**src/rtl/cmc_pkg.sv**
```systemverilog
package cmc_pkg;
  typedef enum logic [0:0] {
    ST_IDLE = 1'b0,
    ST_BUSY = 1'b1
  } cmc_state_e;

  localparam logic SIDE_UPPER = 1'b0;
  localparam logic SIDE_LOWER = 1'b1;
endpackage

```
**src/rtl/cmc_group_flags.sv**
```systemverilog
// Marks, for every column, whether remaining destinations exist on each side
// of the source row. Flag 2c is the upper group, 2c+1 the lower group.
module cmc_group_flags #(
  parameter int K = 4,
  localparam int RW = $clog2(K)
) (
  input  logic [K*K-1:0] rem,
  input  logic [RW-1:0]  src_y,
  output logic [2*K-1:0] flags
);
  for (genvar c = 0; c < K; c++) begin : g_col
    logic up_c;
    logic lo_c;
    always_comb begin
      up_c = 1'b0;
      lo_c = 1'b0;
      for (int r = 0; r < K; r++) begin
        if (rem[r*K + c]) begin
          if (r >= int'(src_y)) up_c = 1'b1;
          else                  lo_c = 1'b1;
        end
      end
    end
    assign flags[2*c]     = up_c;
    assign flags[2*c + 1] = lo_c;
  end
endmodule

```
**src/rtl/cmc_group_pick.sv**
```systemverilog
// Lowest-index-first priority pick over the group flags.
module cmc_group_pick #(
  parameter int N = 8,
  localparam int IW = $clog2(N)
) (
  input  logic [N-1:0]  flags,
  output logic [IW-1:0] idx,
  output logic          any
);
  always_comb begin
    idx = '0;
    any = 1'b0;
    for (int i = N - 1; i >= 0; i--) begin
      if (flags[i]) begin
        idx = IW'(i);
        any = 1'b1;
      end
    end
  end
endmodule

```
**src/rtl/cmc_list_pack.sv**
```systemverilog
// Compacts one column's destination bits into an ordered row list,
// walking outward from the source row in the chosen direction.
module cmc_list_pack #(
  parameter int K = 4,
  localparam int RW = $clog2(K),
  localparam int CNTW = $clog2(K + 1)
) (
  input  logic [K-1:0]    col_bits,
  input  logic [RW-1:0]   src_y,
  input  logic            lower,
  output logic [K*RW-1:0] rows,
  output logic [CNTW-1:0] cnt
);
  always_comb begin
    int pos;
    int row;
    rows = '0;
    pos  = 0;
    for (int i = 0; i < K; i++) begin
      row = lower ? (int'(src_y) - 1 - i) : (int'(src_y) + i);
      if (row >= 0 && row < K) begin
        if (col_bits[row]) begin
          rows[pos*RW +: RW] = RW'(row);
          pos = pos + 1;
        end
      end
    end
    cnt = CNTW'(pos);
  end
endmodule

```
**src/rtl/cmcast_partitioner.sv**
```systemverilog
module cmcast_partitioner
  import cmc_pkg::*;
#(
  parameter int K = 4,
  localparam int RW = $clog2(K),
  localparam int CNTW = $clog2(K + 1)
) (
  input  logic            clk,
  input  logic            rst_n,
  input  logic            in_valid,
  output logic            in_ready,
  input  logic [K*K-1:0]  in_dests,
  input  logic [RW-1:0]   in_src_x,
  input  logic [RW-1:0]   in_src_y,
  output logic            out_valid,
  input  logic            out_ready,
  output logic [RW-1:0]   out_col,
  output logic            out_lower,
  output logic [CNTW-1:0] out_cnt,
  output logic [K*RW-1:0] out_rows,
  output logic            done
);
  localparam int NB = K * K;
  localparam int NG = 2 * K;
  localparam int GW = $clog2(NG);

  cmc_state_e    state_q, state_d;
  logic [NB-1:0] rem_q, rem_d;
  logic          rem_en;
  logic [RW-1:0] sx_q, sy_q;
  logic          ld_en;

  logic [NG-1:0] gflags;
  logic [GW-1:0] pick_idx;
  logic          pick_any;
  logic [RW-1:0] pick_col;
  logic          pick_lower;
  logic [K-1:0]  col_bits;
  logic [NB-1:0] gmask;
  logic [NB-1:0] src_onehot;
  logic          busy;
  logic          rem_any;

  cmc_group_flags #(.K(K)) u_flags (
    .rem   (rem_q),
    .src_y (sy_q),
    .flags (gflags)
  );

  cmc_group_pick #(.N(NG)) u_pick (
    .flags (gflags),
    .idx   (pick_idx),
    .any   (pick_any)
  );

  assign pick_col   = pick_idx[GW-1:1];
  assign pick_lower = pick_idx[0];

  always_comb begin
    for (int r = 0; r < K; r++) begin
      col_bits[r] = rem_q[r*K + int'(pick_col)];
    end
  end

  cmc_list_pack #(.K(K)) u_pack (
    .col_bits (col_bits),
    .src_y    (sy_q),
    .lower    (pick_lower),
    .rows     (out_rows),
    .cnt      (out_cnt)
  );

  // Bits of the selected group, cleared once its copy is accepted.
  always_comb begin
    gmask = '0;
    for (int r = 0; r < K; r++) begin
      gmask[r*K + int'(pick_col)] = pick_lower ? (r < int'(sy_q)) : (r >= int'(sy_q));
    end
  end

  always_comb begin
    for (int i = 0; i < NB; i++) begin
      src_onehot[i] = (i == int'(in_src_y) * K + int'(in_src_x));
    end
  end

  assign busy      = (state_q == ST_BUSY);
  assign rem_any   = |rem_q;
  assign in_ready  = ~busy;
  assign out_valid = busy & pick_any;
  assign out_col   = pick_col;
  assign out_lower = pick_lower;
  assign done      = busy & ~rem_any;

  // Next-state process
  always_comb begin
    state_d = state_q;
    rem_d   = rem_q;
    rem_en  = 1'b0;
    ld_en   = 1'b0;
    case (state_q)
      ST_IDLE: begin
        if (in_valid) begin
          ld_en   = 1'b1;
          rem_en  = 1'b1;
          rem_d   = in_dests & ~src_onehot;
          state_d = ST_BUSY;
        end
      end
      ST_BUSY: begin
        if (!rem_any) begin
          state_d = ST_IDLE;
        end else if (out_ready) begin
          rem_en = 1'b1;
          rem_d  = rem_q & ~gmask;
        end
      end
      default: state_d = ST_IDLE;
    endcase
  end

  // Register process
  always_ff @(posedge clk or negedge rst_n) begin
    if (!rst_n) begin
      state_q <= ST_IDLE;
      rem_q   <= '0;
      sx_q    <= '0;
      sy_q    <= '0;
    end else begin
      state_q <= state_d;
      if (rem_en) rem_q <= rem_d;
      if (ld_en) begin
        sx_q <= in_src_x;
        sy_q <= in_src_y;
      end
    end
  end

  AST_READY_DROPS: assert property (@(posedge clk) disable iff (!rst_n)
    in_valid && in_ready |=> !in_ready);
  AST_UPPER_SIDE: assert property (@(posedge clk) disable iff (!rst_n)
    out_valid && !out_lower |-> out_rows[RW-1:0] >= sy_q);
  AST_LOWER_SIDE: assert property (@(posedge clk) disable iff (!rst_n)
    out_valid && out_lower |-> out_rows[RW-1:0] < sy_q);
  AST_NO_EMPTY_COPY: assert property (@(posedge clk) disable iff (!rst_n)
    out_valid |-> out_cnt != '0);
  AST_GROUP_ORDER: assert property (@(posedge clk) disable iff (!rst_n)
    out_valid && out_ready |=> !out_valid || ({out_col, out_lower} > $past({out_col, out_lower})));
  AST_SRC_DROPPED: assert property (@(posedge clk) disable iff (!rst_n)
    out_valid && !out_lower && out_col == sx_q |-> out_rows[RW-1:0] != sy_q);
  AST_DONE_ALONE: assert property (@(posedge clk) disable iff (!rst_n)
    done |-> !out_valid && !in_ready);
  AST_DONE_PULSE: assert property (@(posedge clk) disable iff (!rst_n)
    done |=> !done);
  AST_HOLD_STALL: assert property (@(posedge clk) disable iff (!rst_n)
    out_valid && !out_ready |=> out_valid && $stable(out_col) && $stable(out_lower)
      && $stable(out_cnt) && $stable(out_rows));
endmodule

```
**config.mk**
```make
export PLATFORM = sky130hd
export DESIGN_NAME = cmcast_partitioner
export DESIGN_NICKNAME = d
export VERILOG_FILES = /design/src/rtl/cmc_pkg.sv /design/src/rtl/cmc_group_flags.sv /design/src/rtl/cmc_group_pick.sv /design/src/rtl/cmc_list_pack.sv /design/src/rtl/cmcast_partitioner.sv
export SDC_FILE = /design/constraint.sdc
export NUM_CORES = 1
export LEC_CHECK = 0
export ABC_AREA = 1
export BUFFER_PORTS_ARGS = -buffer_cell sky130_fd_sc_hd__buf_4
export CORE_UTILIZATION = 59
export DETAILED_ROUTE_END_ITERATION = 7
export GPL_ROUTABILITY_DRIVEN = 0
export HOLD_SLACK_MARGIN = 0.1
export PLACE_DENSITY = 0.91
export REMOVE_ABC_BUFFERS = 1
export SYNTH_ARGS = -nofsm -noshare
export SYNTH_HDL_FRONTEND = slang
export SYNTH_SLANG_ARGS = --single-unit
export TNS_END_PERCENT = 10
```
**constraint.sdc**
```tcl
create_clock -name clk -period 5.7 [get_ports clk]
set_input_delay 0.285 -clock clk [delete_from_list [all_inputs] [get_ports clk]]
set_output_delay 0.285 -clock clk [all_outputs]
set_load 0.01 [all_outputs]
```
# Word level (Yosys, flattened, before mapping)
# Cells that the tools add are included.
dict set report op_classes {
  n_mul 0
  n_mux 134
  bitwise_logic 9
  n_reduce_logical 11
  n_eq_ne 18
  n_addsub 17
  div 0
  n_lt_le_gt_ge 26
  shifts 6
}
# op n
set op_table {}
lappend op_table {{< comparator 32 x 4 -> 1 bit (second input constant)} 8}
lappend op_table {{== test 5 x 32 -> 1 bit (first input constant)} 7}
lappend op_table {{== test 4 x 32 -> 1 bit (first input constant)} 4}
lappend op_table {{greater-or-equal comparator 32 x 1 -> 1 bit (second input constant)} 4}
lappend op_table {{2-to-1 mux 32 bit} 4}
lappend op_table {{2-to-1 mux 31 bit} 4}
lappend op_table {{negation 32 -> 33 bit} 3}
lappend op_table {{variable shift 2 x 33 -> 8 bit (first input constant)} 3}
lappend op_table {{variable part select 2 x 33 -> 8 bit} 3}
lappend op_table {{2-to-1 mux 1 bit} 84}
lappend op_table {{== test 3 x 32 -> 1 bit (first input constant)} 2}
lappend op_table {{bitwise mux 16 bit} 3}
lappend op_table {{2-to-1 mux 16 bit} 3}
lappend op_table {{2-to-1 mux 8 bit} 6}
lappend op_table {{bitwise AND 16 bit} 2}
lappend op_table {{== test 2 x 32 -> 1 bit (first input constant)} 1}
lappend op_table {{zero test 32 bit} 1}
lappend op_table {{inverter 16 bit} 2}
lappend op_table {{one-hot mux 16 bit (2 select lines)} 1}
lappend op_table {{adder 31 x 2 -> 31 bit (second input constant)} 1}
lappend op_table {{2-to-1 mux 3 bit} 10}
lappend op_table {{bitwise mux 8 bit} 3}
lappend op_table {{bitwise AND 16 x 4 -> 16 bit} 1}
lappend op_table {{OR reduction 16 bit} 1}
lappend op_table {{other kinds (33)} 60}
dict set report totals {
  ff_bits 19
  output_inout_bits 17
  n_memories 0
  rom_bits 0
  in_bits 24
  mem_bits_rw 0
  word_cells 224
  latch_bits 0
}

# Longest topological paths before layout
# Gate-level depths: netlist of run 1.
dict set report logic_depth {
  word_depth 35
  ltp_mapped 35
  ltp_nobuf 35
}

# Modules after synthesis
# Synthesis of run 1 repeated with hierarchy kept, for this count alone.
dict set report unflattened {
  hier_cells 506
  hier_area_um2 2897.8
}
# module seq_area_each_um2 instances cells_per_inst area_per_inst_um2
set modules_own_cells {}
lappend modules_own_cells {cmcast_partitioner 475.5 1 254 1495.2}
lappend modules_own_cells {cmc_list_pack 0.0 1 177 1053.5}
lappend modules_own_cells {cmc_group_flags 0.0 1 53 250.2}
lappend modules_own_cells {cmc_group_pick 0.0 1 22 98.8}

# Worst setup path after synthesis of run 1
# OpenSTA, ideal clock, no wires.
dict set report synth_path {
  path_kind {register to output}
  startpoint {register sy_q[1]}
  endpoint {output port out_rows[4]}
  required_ps 5415
  t_arrival_ps 4335
  path_buffers 0
  stages_incl_launch_ff 35
  slack_ps 1080
  cell_sequence {dfrtp_1 inv_1 ha_1 inv_2 nand2_1 nand2_1 nor2_2 inv_2 nor2_8 nand2_4 nor2_4 nand2_1 nand2_1 inv_2 nand2_1 nand2_1 and2_1 inv_1 nand2_1 nand2_1 inv_1 ha_1 nand2_1 nand2_2 ha_1 nand2_1 nand2_1 inv_1 ha_1 ha_1 nand2_1 nor2_1 nor3b_2 nand3_1 nand2_1}
}
dict set report synth_between {
  elab_chain_cells 35
  elab_cells_between_ends 132
  classes_between {add/sub (15); order compare (11); shift (6); mux (96); reduce/logical (4)}
}
# element line
set synth_rtl {}
lappend synth_rtl {{from (decl)} cmcast_partitioner.sv:30} ;# logic [RW-1:0] sx_q, sy_q;
lappend synth_rtl {{from (signal assigned)} cmcast_partitioner.sv:134} ;# sy_q <= in_src_y;
lappend synth_rtl {{greater-or-equal comparator 1 x 2 -> 1 bit} cmc_group_flags.sv:19} ;# if (r >= int'(src_y)) up_c = 1'b1;
lappend synth_rtl {{2-to-1 mux 1 bit} cmc_group_flags.sv:19}
lappend synth_rtl {{2-to-1 mux 1 bit} cmc_group_flags.sv:18} ;# if (rem[r*K + c]) begin
lappend synth_rtl {{2-to-1 mux 1 bit} cmc_group_flags.sv:19}
lappend synth_rtl {{2-to-1 mux 1 bit} cmc_group_flags.sv:18}
lappend synth_rtl {{2-to-1 mux 1 bit} cmc_group_flags.sv:19}
lappend synth_rtl {{2-to-1 mux 1 bit} cmc_group_flags.sv:18}
lappend synth_rtl {{2-to-1 mux 3 bit or 2-to-1 mux 1 bit (tied branches)} {cmc_group_pick.sv:14, cmc_group_flags.sv:18}}
lappend synth_rtl {{[19 not listed]} -}
lappend synth_rtl {{adder 31 x 2 -> 31 bit (tied with other cells)} cmc_list_pack.sv:24} ;# pos = pos + 1;
lappend synth_rtl {{2-to-1 mux 31 bit (tied with other cells)} cmc_list_pack.sv:22} ;# if (col_bits[row]) begin
lappend synth_rtl {{2-to-1 mux 31 bit or bitwise mux 8 bit (tied branches)} {cmc_list_pack.sv:21, cmc_list_pack.sv:23}}
lappend synth_rtl {{negation 32 -> 33 bit or 2-to-1 mux 8 bit (tied branches)} {cmc_list_pack.sv:23, cmc_list_pack.sv:22}}
lappend synth_rtl {{variable part select 2 x 33 -> 8 bit (tied with other cells)} cmc_list_pack.sv:23} ;# rows[pos*RW +: RW] = RW'(row);
lappend synth_rtl {{bitwise mux 8 bit} cmc_list_pack.sv:23}
lappend synth_rtl {{2-to-1 mux 8 bit} cmc_list_pack.sv:22}
lappend synth_rtl {{2-to-1 mux 8 bit (*)} cmc_list_pack.sv:21} ;# if (row >= 0 && row < K) begin
lappend synth_rtl {{to (decl)} cmcast_partitioner.sv:20} ;# output logic [K*RW-1:0] out_rows,
# Mark *: on every way between the ends. The rest lies on a longest branch, timed or not. The select of a mux whose other input is x is not followed.

# Worst setup path after layout of run 1
dict set report layout_path {
  startpoint {register sy_q[0]}
  endpoint {output port out_rows[4]}
}
# Same word-level chain as after synthesis.

==> results by group, run 1 <==
Outcome
  – Status: completed

Die
  – Vert. Die Dim: 70.29 um
  – IO Count: 41
  – Overall die width: 70.29 um
  – Die Area: 4941 sq um
  – Placeable core region: 4414 sq um
  – Number of placement rows: 24
  – Initial standard-cell utilization of the core: 62.33%

Yosys
  – Ranking of synthesized cells by instance count: 129 x sky130_fd_sc_hd__nand2_1, 48 x sky130_fd_sc_hd__inv_1, 34 x sky130_fd_sc_hd__nand3_1
  – Share of synthesized flip-flops with an asynchronous set or reset: 100.0%
  – Dominant cells by area after synthesis: sky130_fd_sc_hd__nand2_1 18%, sky130_fd_sc_hd__dfrtp_1 17%, sky130_fd_sc_hd__ha_1 8.6%
  – Top_reg_cell synth: sky130_fd_sc_hd__dfrtp_1
  – Cell taking the most area after synthesis: sky130_fd_sc_hd__nand2_1
  – Sequential element share of the synthesized area: 17.28%
  – Synth Register Bits: 19
  – Count of flip-flops with a built-in enable after synthesis: 0
  – Avg Inst Size Synth: 6.428 sq um
  – Count of cell types in the netlist: 41
  – YS warnings: 0
  – Total standard cell area after synthesis: 2751 sq um
  – Top-count cell post-synth: sky130_fd_sc_hd__nand2_1
  – Post-synth top area share: 17.60%
  – Synthesized instance count: 428

Cells and area
  – Diode insertion count for antenna repair: 0
  – Final instance count without filler cells: 526
  – Fraction of final layout cells sized beyond drive strength 1: 27.43%
  – Post-layout nets: 518
  – Area delta synth->final: 17.83%
  – Layout fillers: 356

Drt
  – Final routed wirelength across all metal layers: 7.838 mm
  – Vias after detailed routing: 3,085
  – Routed metal-1 wire length: 3.103 mm
  – First DRT Iteration DRCs: 210
  – Max Used Layer: met4
  – Sum of met3 wire segment lengths after detailed routing: 551 um
  – Routed wire per std cell: 14.90 um
  – Remaining antenna violation count: 0
  – DRC errors left: 0
  – Routed length on met2: 3.935 mm
  – Vias per inst: 5.865
  – Drt pass-1 iters: 5

STA
  – Slack of the critical path: 0.3182 ns
  – Highest clock rate: 0.1858 GHz
  – Worst slew margin: 62.24%
  – Final Skew: 0.006014 ns
  – Final Hold Vio Count: 0
  – Number of pins with negative max-slew slack in the final report: 0
  – Clock period minus worst slack: 5.382 ns
  – Total negative slack: 0 ns
  – Worst-Margin Slew: 0.5664 ns
  – Share of the clock period used by the worst path after layout: 94.42%
  – Final setup violation count: 0

Worst setup path
  – Required time of the worst setup path: 5.41 ns
  – Worst path max stage delay: 0.48 ns
  – Classification of the worst setup path: flop to primary output
  – CP Max Fanout: 9
  – Critical path startpoint category: flop
  – CP most frequent cell: sky130_fd_sc_hd__nand2_1
  – Crit path max-delay cell type: sky130_fd_sc_hd__dfrtp_2
  – Worst endpoint data arrival time: 5.10 ns
  – Critical Path End Type: primary output
  – Crit path max-delay family: simple AND/OR/NAND/NOR gates
  – Combined buffer and inverter count along the critical path: 8

CTS
  – CTS clock-pin slew for the worst setup and hold paths: 0.07 ns
  – Number of buffers added by the clock tree synthesis step: 3
  – Max Buffers Root-to-Sink: 2
  – Clock sink count: 19
  – Clock latency on the worst-skew pair: 0.26 ns
  – Clock tree root buffer cell: sky130_fd_sc_hd__clkbuf_8
  – Number of levels the H-tree was split into: 1
  – Clock tree from TritonCTS: done

Placed design
  – Pre-CTS WS: 0.2836 ns
  – Post-DP HPWL: 6.334 mm
  – Inst Count DP: 515
  – Number of buffers inserted by port buffering: 40

Global routing
  – Via count of the first global-routing pass: 2,882
  – Global router's overall resource usage: 32.16%
  – Largest net degree at the start of global routing: 20
  – Grt total ovfl: 0
  – First-pass GRT wire length: 13.00 mm
  – Number of antenna violations at the first check in global routing: 0

Power and ir drop
  – Leakage: 1.700 nW
  – Maximum resistive drop on vdd: 0.3033 mV
  – Areal power density over the cells: 638.9 nW/um^2

Worst hold path
  – Worst Hold Class: input port to flop

Job
  – MaxCap Viol Count: 0
[report_power, final]
group	internal, mW	switching, mW	leakage (nW)	total (mW)
Sequential	0.166	0.0365	0.231	0.202
Clock	0.0486	0.0448	0.0255	0.0934
Combinational	0.637	1.14	1.44	1.78
[layer usage]
| metal | vias to the layer above | global-route usage [%] |
|---|---|---|
| li1 | 1498 | - |
| met5 | - | 0 |
| met1 | 1383 | 41.77 |
| met2 | 171 | 57.04 |
| met4 | 0 | 9.111 |
| met3 | 33 | 1.876 |
[kinds of logic (layout without fill, tap and decap cells)]
kind of cell    count (synthesis)  after routing  synth area share, %
compound gates                 51             51                11.32
flops                          19             19                17.28
simple gates                  267            267                51.89
buf+inv                        68            114                9.595
xor+xnor                        4              4                1.274
fa+ha+maj                      19             19                8.640
[final cells by class]
class / count / area [sq um] / share of cell area (%)
multi-input combinational: 341 / 2049 / 63.22
sequential: 19 / 478.0 / 14.74
timing repair buffer: 48 / 362.8 / 11.19
inverter: 62 / 240.2 / 7.410
tap: 52 / 65.06 / 2.007
clock buffer: 3 / 41.29 / 1.274
clock inverter: 1 / 5.005 / 0.1544
[cells in the final DEF, fill, tap and decap left out, drive strengths merged]
cell type and n:
a21oi 5, a22oi 7, a31o 1, a31oi 8, and2 1, and3 1
buf 47, clkbuf 3, clkinv 1, dfrtp 19, dlygate4sd3 1, ha 19
inv 62, nand2 149, nand3 48, nand3b 2, nand4 15, nor2 42
nor3 6, nor3b 1, nor4 1, o2111ai 1, o211ai 1, o21ai 24
o221ai 4, or2 1, xnor2 2, xor2 2
[tightest hold or removal path: stages]
cell and delay (ns):
sky130_fd_sc_hd__buf_4 0.11, sky130_fd_sc_hd__nand2_1 0.05, sky130_fd_sc_hd__o21ai_0 0.06
[sequential cells by signal (all words and copies together), names as in the netlist]
name,flops
sy_q,2
rem_q,16
busy,1
[worst paths after layout]
check,from,to,depth (start not counted),slack [ns]
worst max-delay path,sy_q[0],out_rows[4],33,0.32
worst min-delay path,in_dests[3],rem_q[3],3,0.29
worst max register to register,sy_q[0],rem_q[2],15,3.02
worst min register to register,rem_q[15],rem_q[15],2,0.57
max in group asynchronous,rst_n,sy_q[0],2,5.05
min in group asynchronous,rst_n,rem_q[11],2,0.43
[per-stage QoR]
stage / utilization [%] / power [mW] / hold WS (ns) / cell area (sq um)
final: 73.44 / 2.071 / 0.2884 / 3242
after global routing: 73.44 / 2.278 / 0.2961 / 3242
after CTS: 71.57 / 1.978 / 0.2916 / 3159
after detailed placement: 70.24 / 1.879 / 0.1699 / 3100
after global placement: 70.24 / 1.811 / 0.1718 / 3100
after floorplan: - / 1.454 / -0.01059 / 2728
[timing repair]
item / CTS / global route
setup buffers: 0 / 6
hold endpoints to repair: 19 / 0
hold buffers: 1 / 0
pin swaps: 0 / 2
endpoints found under the setup margin: 2 / 9
resized for setup: 1 / 11
Note: power is estimated with default switching activity, not from simulation.
==> inputs of run 2 (changes only) <==
Settings changed: REMOVE_ABC_BUFFERS 1 to not set.
==> run 2 against run 1 <==
- combinational power about the same
- highest routed layer unchanged
- worst hold slack got worse by 0.016 ns
- via count fell by 1.4%
- setup slack lost 0.035 ns
- sequential share of layout area about the same
- sequential power barely moved
- first-iteration DRC count rose by 0.95%
- maximum frequency decreased by 0.65%
==> results by group, run 2 (synthesis gave the netlist of run 1 again) <==
Outcome
  – Status: completed (unchanged)

Worst setup path
  – Worst path max stage delay: 0.46 ns (was 0.48 ns)
  – Classification of the worst setup path: flop to primary output (unchanged)
  – CP Max Fanout: 8 (was 9)
  – Worst endpoint data arrival time: 5.13 ns (was 5.10 ns)
  – Combined buffer and inverter count along the critical path: 8 (unchanged)
  – Required time of the worst setup path: 5.41 ns (about the same)
  – Crit path max-delay cell type: sky130_fd_sc_hd__dfrtp_2 (unchanged)
  – Crit path max-delay family: simple AND/OR/NAND/NOR gates (unchanged)
  – Reg-to-reg setup timing slack: 2.63 ns (was 3.02 ns)
  – Critical path startpoint category: flop (unchanged)
  – CP most frequent cell: sky130_fd_sc_hd__nand2_1 (unchanged)
  – Critical Path End Type: primary output (unchanged)

CTS
  – Clock sink count: 19 (unchanged)
  – Max Buffers Root-to-Sink: 2 (unchanged)
  – Clock tree from TritonCTS: done (unchanged)
  – Number of levels the H-tree was split into: 1 (unchanged)
  – Clock tree root buffer cell: sky130_fd_sc_hd__clkbuf_8 (unchanged)
  – CTS clock-pin slew for the worst setup and hold paths: 0.07 ns (about the same)
  – Clock latency on the worst-skew pair: 0.27 ns (was 0.26 ns)
  – Number of buffers added by the clock tree synthesis step: 3 (unchanged)

STA
  – RSZ-0062 raised after global routing: no
  – Total negative slack: 0 ns (unchanged)
  – Highest clock rate: 0.1846 GHz (was 0.1858 GHz)
  – Clock period minus worst slack: 5.417 ns (was 5.382 ns)
  – Number of pins with negative max-slew slack in the final report: 0 (unchanged)
  – Worst-Margin Slew: 1.141 ns (was 0.5664 ns)
  – Final Skew: 0.003207 ns (was 0.006014 ns)
  – Worst slew margin: 23.43% (was 62.24%)
  – Final setup violation count: 0 (unchanged)
  – Share of the clock period used by the worst path after layout: 95.04% (was 94.42%)
  – Final Hold Vio Count: 0 (unchanged)

Power and ir drop
  – Areal power density over the cells: 634.5 nW/um^2 (was 638.9 nW/um^2)
  – Maximum resistive drop on vdd: 0.3069 mV (was 0.3033 mV)
  – Switching share of power: 58.86% (was 58.92%)
  – Internal Pwr Total: 0.8478 mW (was 0.8509 mW)
  – Leakage: 1.692 nW (was 1.700 nW)
  – Sequential power share: 9.7% (was 9.8%)
  – Part of the power in combinational logic: 85.6% (was 85.7%)
  – Total design power: 2.061 mW (was 2.071 mW)
  – Psw: 1.213 mW (was 1.220 mW)
  – Power share of the clock group: 4.7% (was 4.5%)

Drt
  – Vias after detailed routing: 3,041 (was 3,085)
  – Vias per inst: 5.792 (was 5.865)
  – Remaining antenna violation count: 0 (unchanged)
  – First DRT Iteration DRCs: 212 (was 210)
  – DRC errors left: 0 (unchanged)
  – Drt pass-1 iters: 5 (unchanged)
  – Routed wire per std cell: 14.81 um (was 14.90 um)
  – Final routed wirelength across all metal layers: 7.776 mm (was 7.838 mm)

Global routing
  – Largest net degree at the start of global routing: 20 (unchanged)
  – Grt total ovfl: 0 (unchanged)
  – First-pass GRT wire length: 13.26 mm (was 13.00 mm)
  – Global router's overall resource usage: 32.96% (was 32.16%)
  – Via count of the first global-routing pass: 2,898 (was 2,882)
  – Number of antenna violations at the first check in global routing: 0 (unchanged)

Cells and area
  – Largest register FFs: 16 (unchanged)
  – Diode insertion count for antenna repair: 0 (unchanged)
  – Fraction of final layout cells sized beyond drive strength 1: 27.48% (was 27.43%)
  – Post-layout nets: 517 (was 518)
  – Layout fillers: 358 (was 356)
  – Biggest register: rem_q (unchanged)
  – Leading cell type in the layout, fill and taps excluded: sky130_fd_sc_hd__nand2_1 (unchanged)
  – Commonest non-fill, non-tap cells in the layout: 126 x sky130_fd_sc_hd__nand2_1, 46 x sky130_fd_sc_hd__inv_1, 46 x sky130_fd_sc_hd__buf_4 (was 127 x sky130_fd_sc_hd__nand2_1, 47 x sky130_fd_sc_hd__buf_4, 46 x sky130_fd_sc_hd__inv_1)
  – Area delta synth->final: 18.05% (was 17.83%)

Job
  – MaxCap Viol Count: 0 (unchanged)

Die
  – Die Area: 4941 sq um (unchanged)
  – IO Count: 41 (unchanged)
  – Initial standard-cell utilization of the core: 62.33% (unchanged)
  – Vert. Die Dim: 70.29 um (unchanged)
  – Placeable core region: 4414 sq um (unchanged)
  – Number of placement rows: 24 (unchanged)
  – Overall die width: 70.29 um (unchanged)

Placed design
  – Post-DP HPWL: 6.236 mm (was 6.334 mm)
  – Number of buffers inserted by port buffering: 40 (unchanged)

Worst hold path
  – Worst Hold Class: input port to flop (unchanged)

Yosys
  – Net Count, Synth: 471
-- run 2: cell count changes in the layout (fill, tap and decap cells not counted) --
| cell | delta |
|---|---|
| sky130_fd_sc_hd__buf_4 | -1 |
| sky130_fd_sc_hd__clkbuf_1 | +1 |
| sky130_fd_sc_hd__clkinv_2 | -1 |
| sky130_fd_sc_hd__ha_1 | -1 |
| sky130_fd_sc_hd__ha_4 | +1 |
| sky130_fd_sc_hd__nand2_1 | -1 |
| sky130_fd_sc_hd__nand2_2 | +1 |
-- run 2: final timing paths --
| path | depth (start not counted) | to | startpoint |
|---|---|---|---|
| max | 35 | out_rows[5] | sy_q[1] |
| min | 3 | rem_q[3] | in_dests[3] |
| max reg2reg | 5 | rem_q[5] | busy |
| min reg2reg | 2 | rem_q[15] | rem_q[15] |
| max in group asynchronous | 2 | sy_q[0] | rst_n |
| min in group asynchronous | 2 | rem_q[2] | rst_n |
-- run 2: routing by layer --
layer,wire length (um),global-route usage (%)
met1,3185,40.45
met5,0,0
met3,451,2.886
met4,210,12.89
met2,3928,58.84
-- run 2: layout make-up --
| cell class | count | area, sq um | share of cell area [%] |
|---|---|---|---|
| well taps | 52 | 65.06 | 2.003 |
| clock buffers | 4 | 45.04 | 1.387 |
| inverters | 62 | 240.2 | 7.396 |
| multi-input cells | 341 | 2064 | 63.56 |
| flip-flops and latches | 19 | 478.0 | 14.71 |
| repair buffers | 47 | 355.3 | 10.94 |
-- run 2: power by group through the flow --
| stage | Combinational, mW | Sequential, mW | Clock (mW) |
|---|---|---|---|
| final | 1.76 | 0.199 | 0.0969 |
| after floorplan | 1.26 | 0.191 | 0 |
| after global placement | 1.61 | 0.201 | 0 |
| after detailed placement | 1.67 | 0.201 | 0 |
| after global routing | 1.94 | 0.203 | 0.102 |
| after CTS | 1.68 | 0.198 | 0.0981 |
-- run 2: through the flow --
step	util (%)	hold WS [ns]	std cells	instance area (sq um)	worst slack [ns]
floorplan	-	-0.01059	428	2751	1.080
global placement	70.07	0.1691	514	3093	0.5224
detailed placement	70.07	0.1720	514	3093	0.3365
CTS	71.32	0.2709	519	3148	0.04275
global route	73.58	0.2769	525	3248	0.02533
finish	73.58	0.2723	525	3248	0.2828
-- run 2: tightest hold or removal path: stages --
cell                      delay, ns
sky130_fd_sc_hd__buf_4         0.11
sky130_fd_sc_hd__nand2_1       0.05
sky130_fd_sc_hd__o21ai_0       0.06
-- run 2: what timing repair did --
item | in CTS | in global routing
endpoints found under the hold margin | 19 | 0
gates resized for setup | 0 | 15
buffers inserted | 0 | 6
hold buffers | 1 | 0
endpoints found under the setup margin | 0 | 8
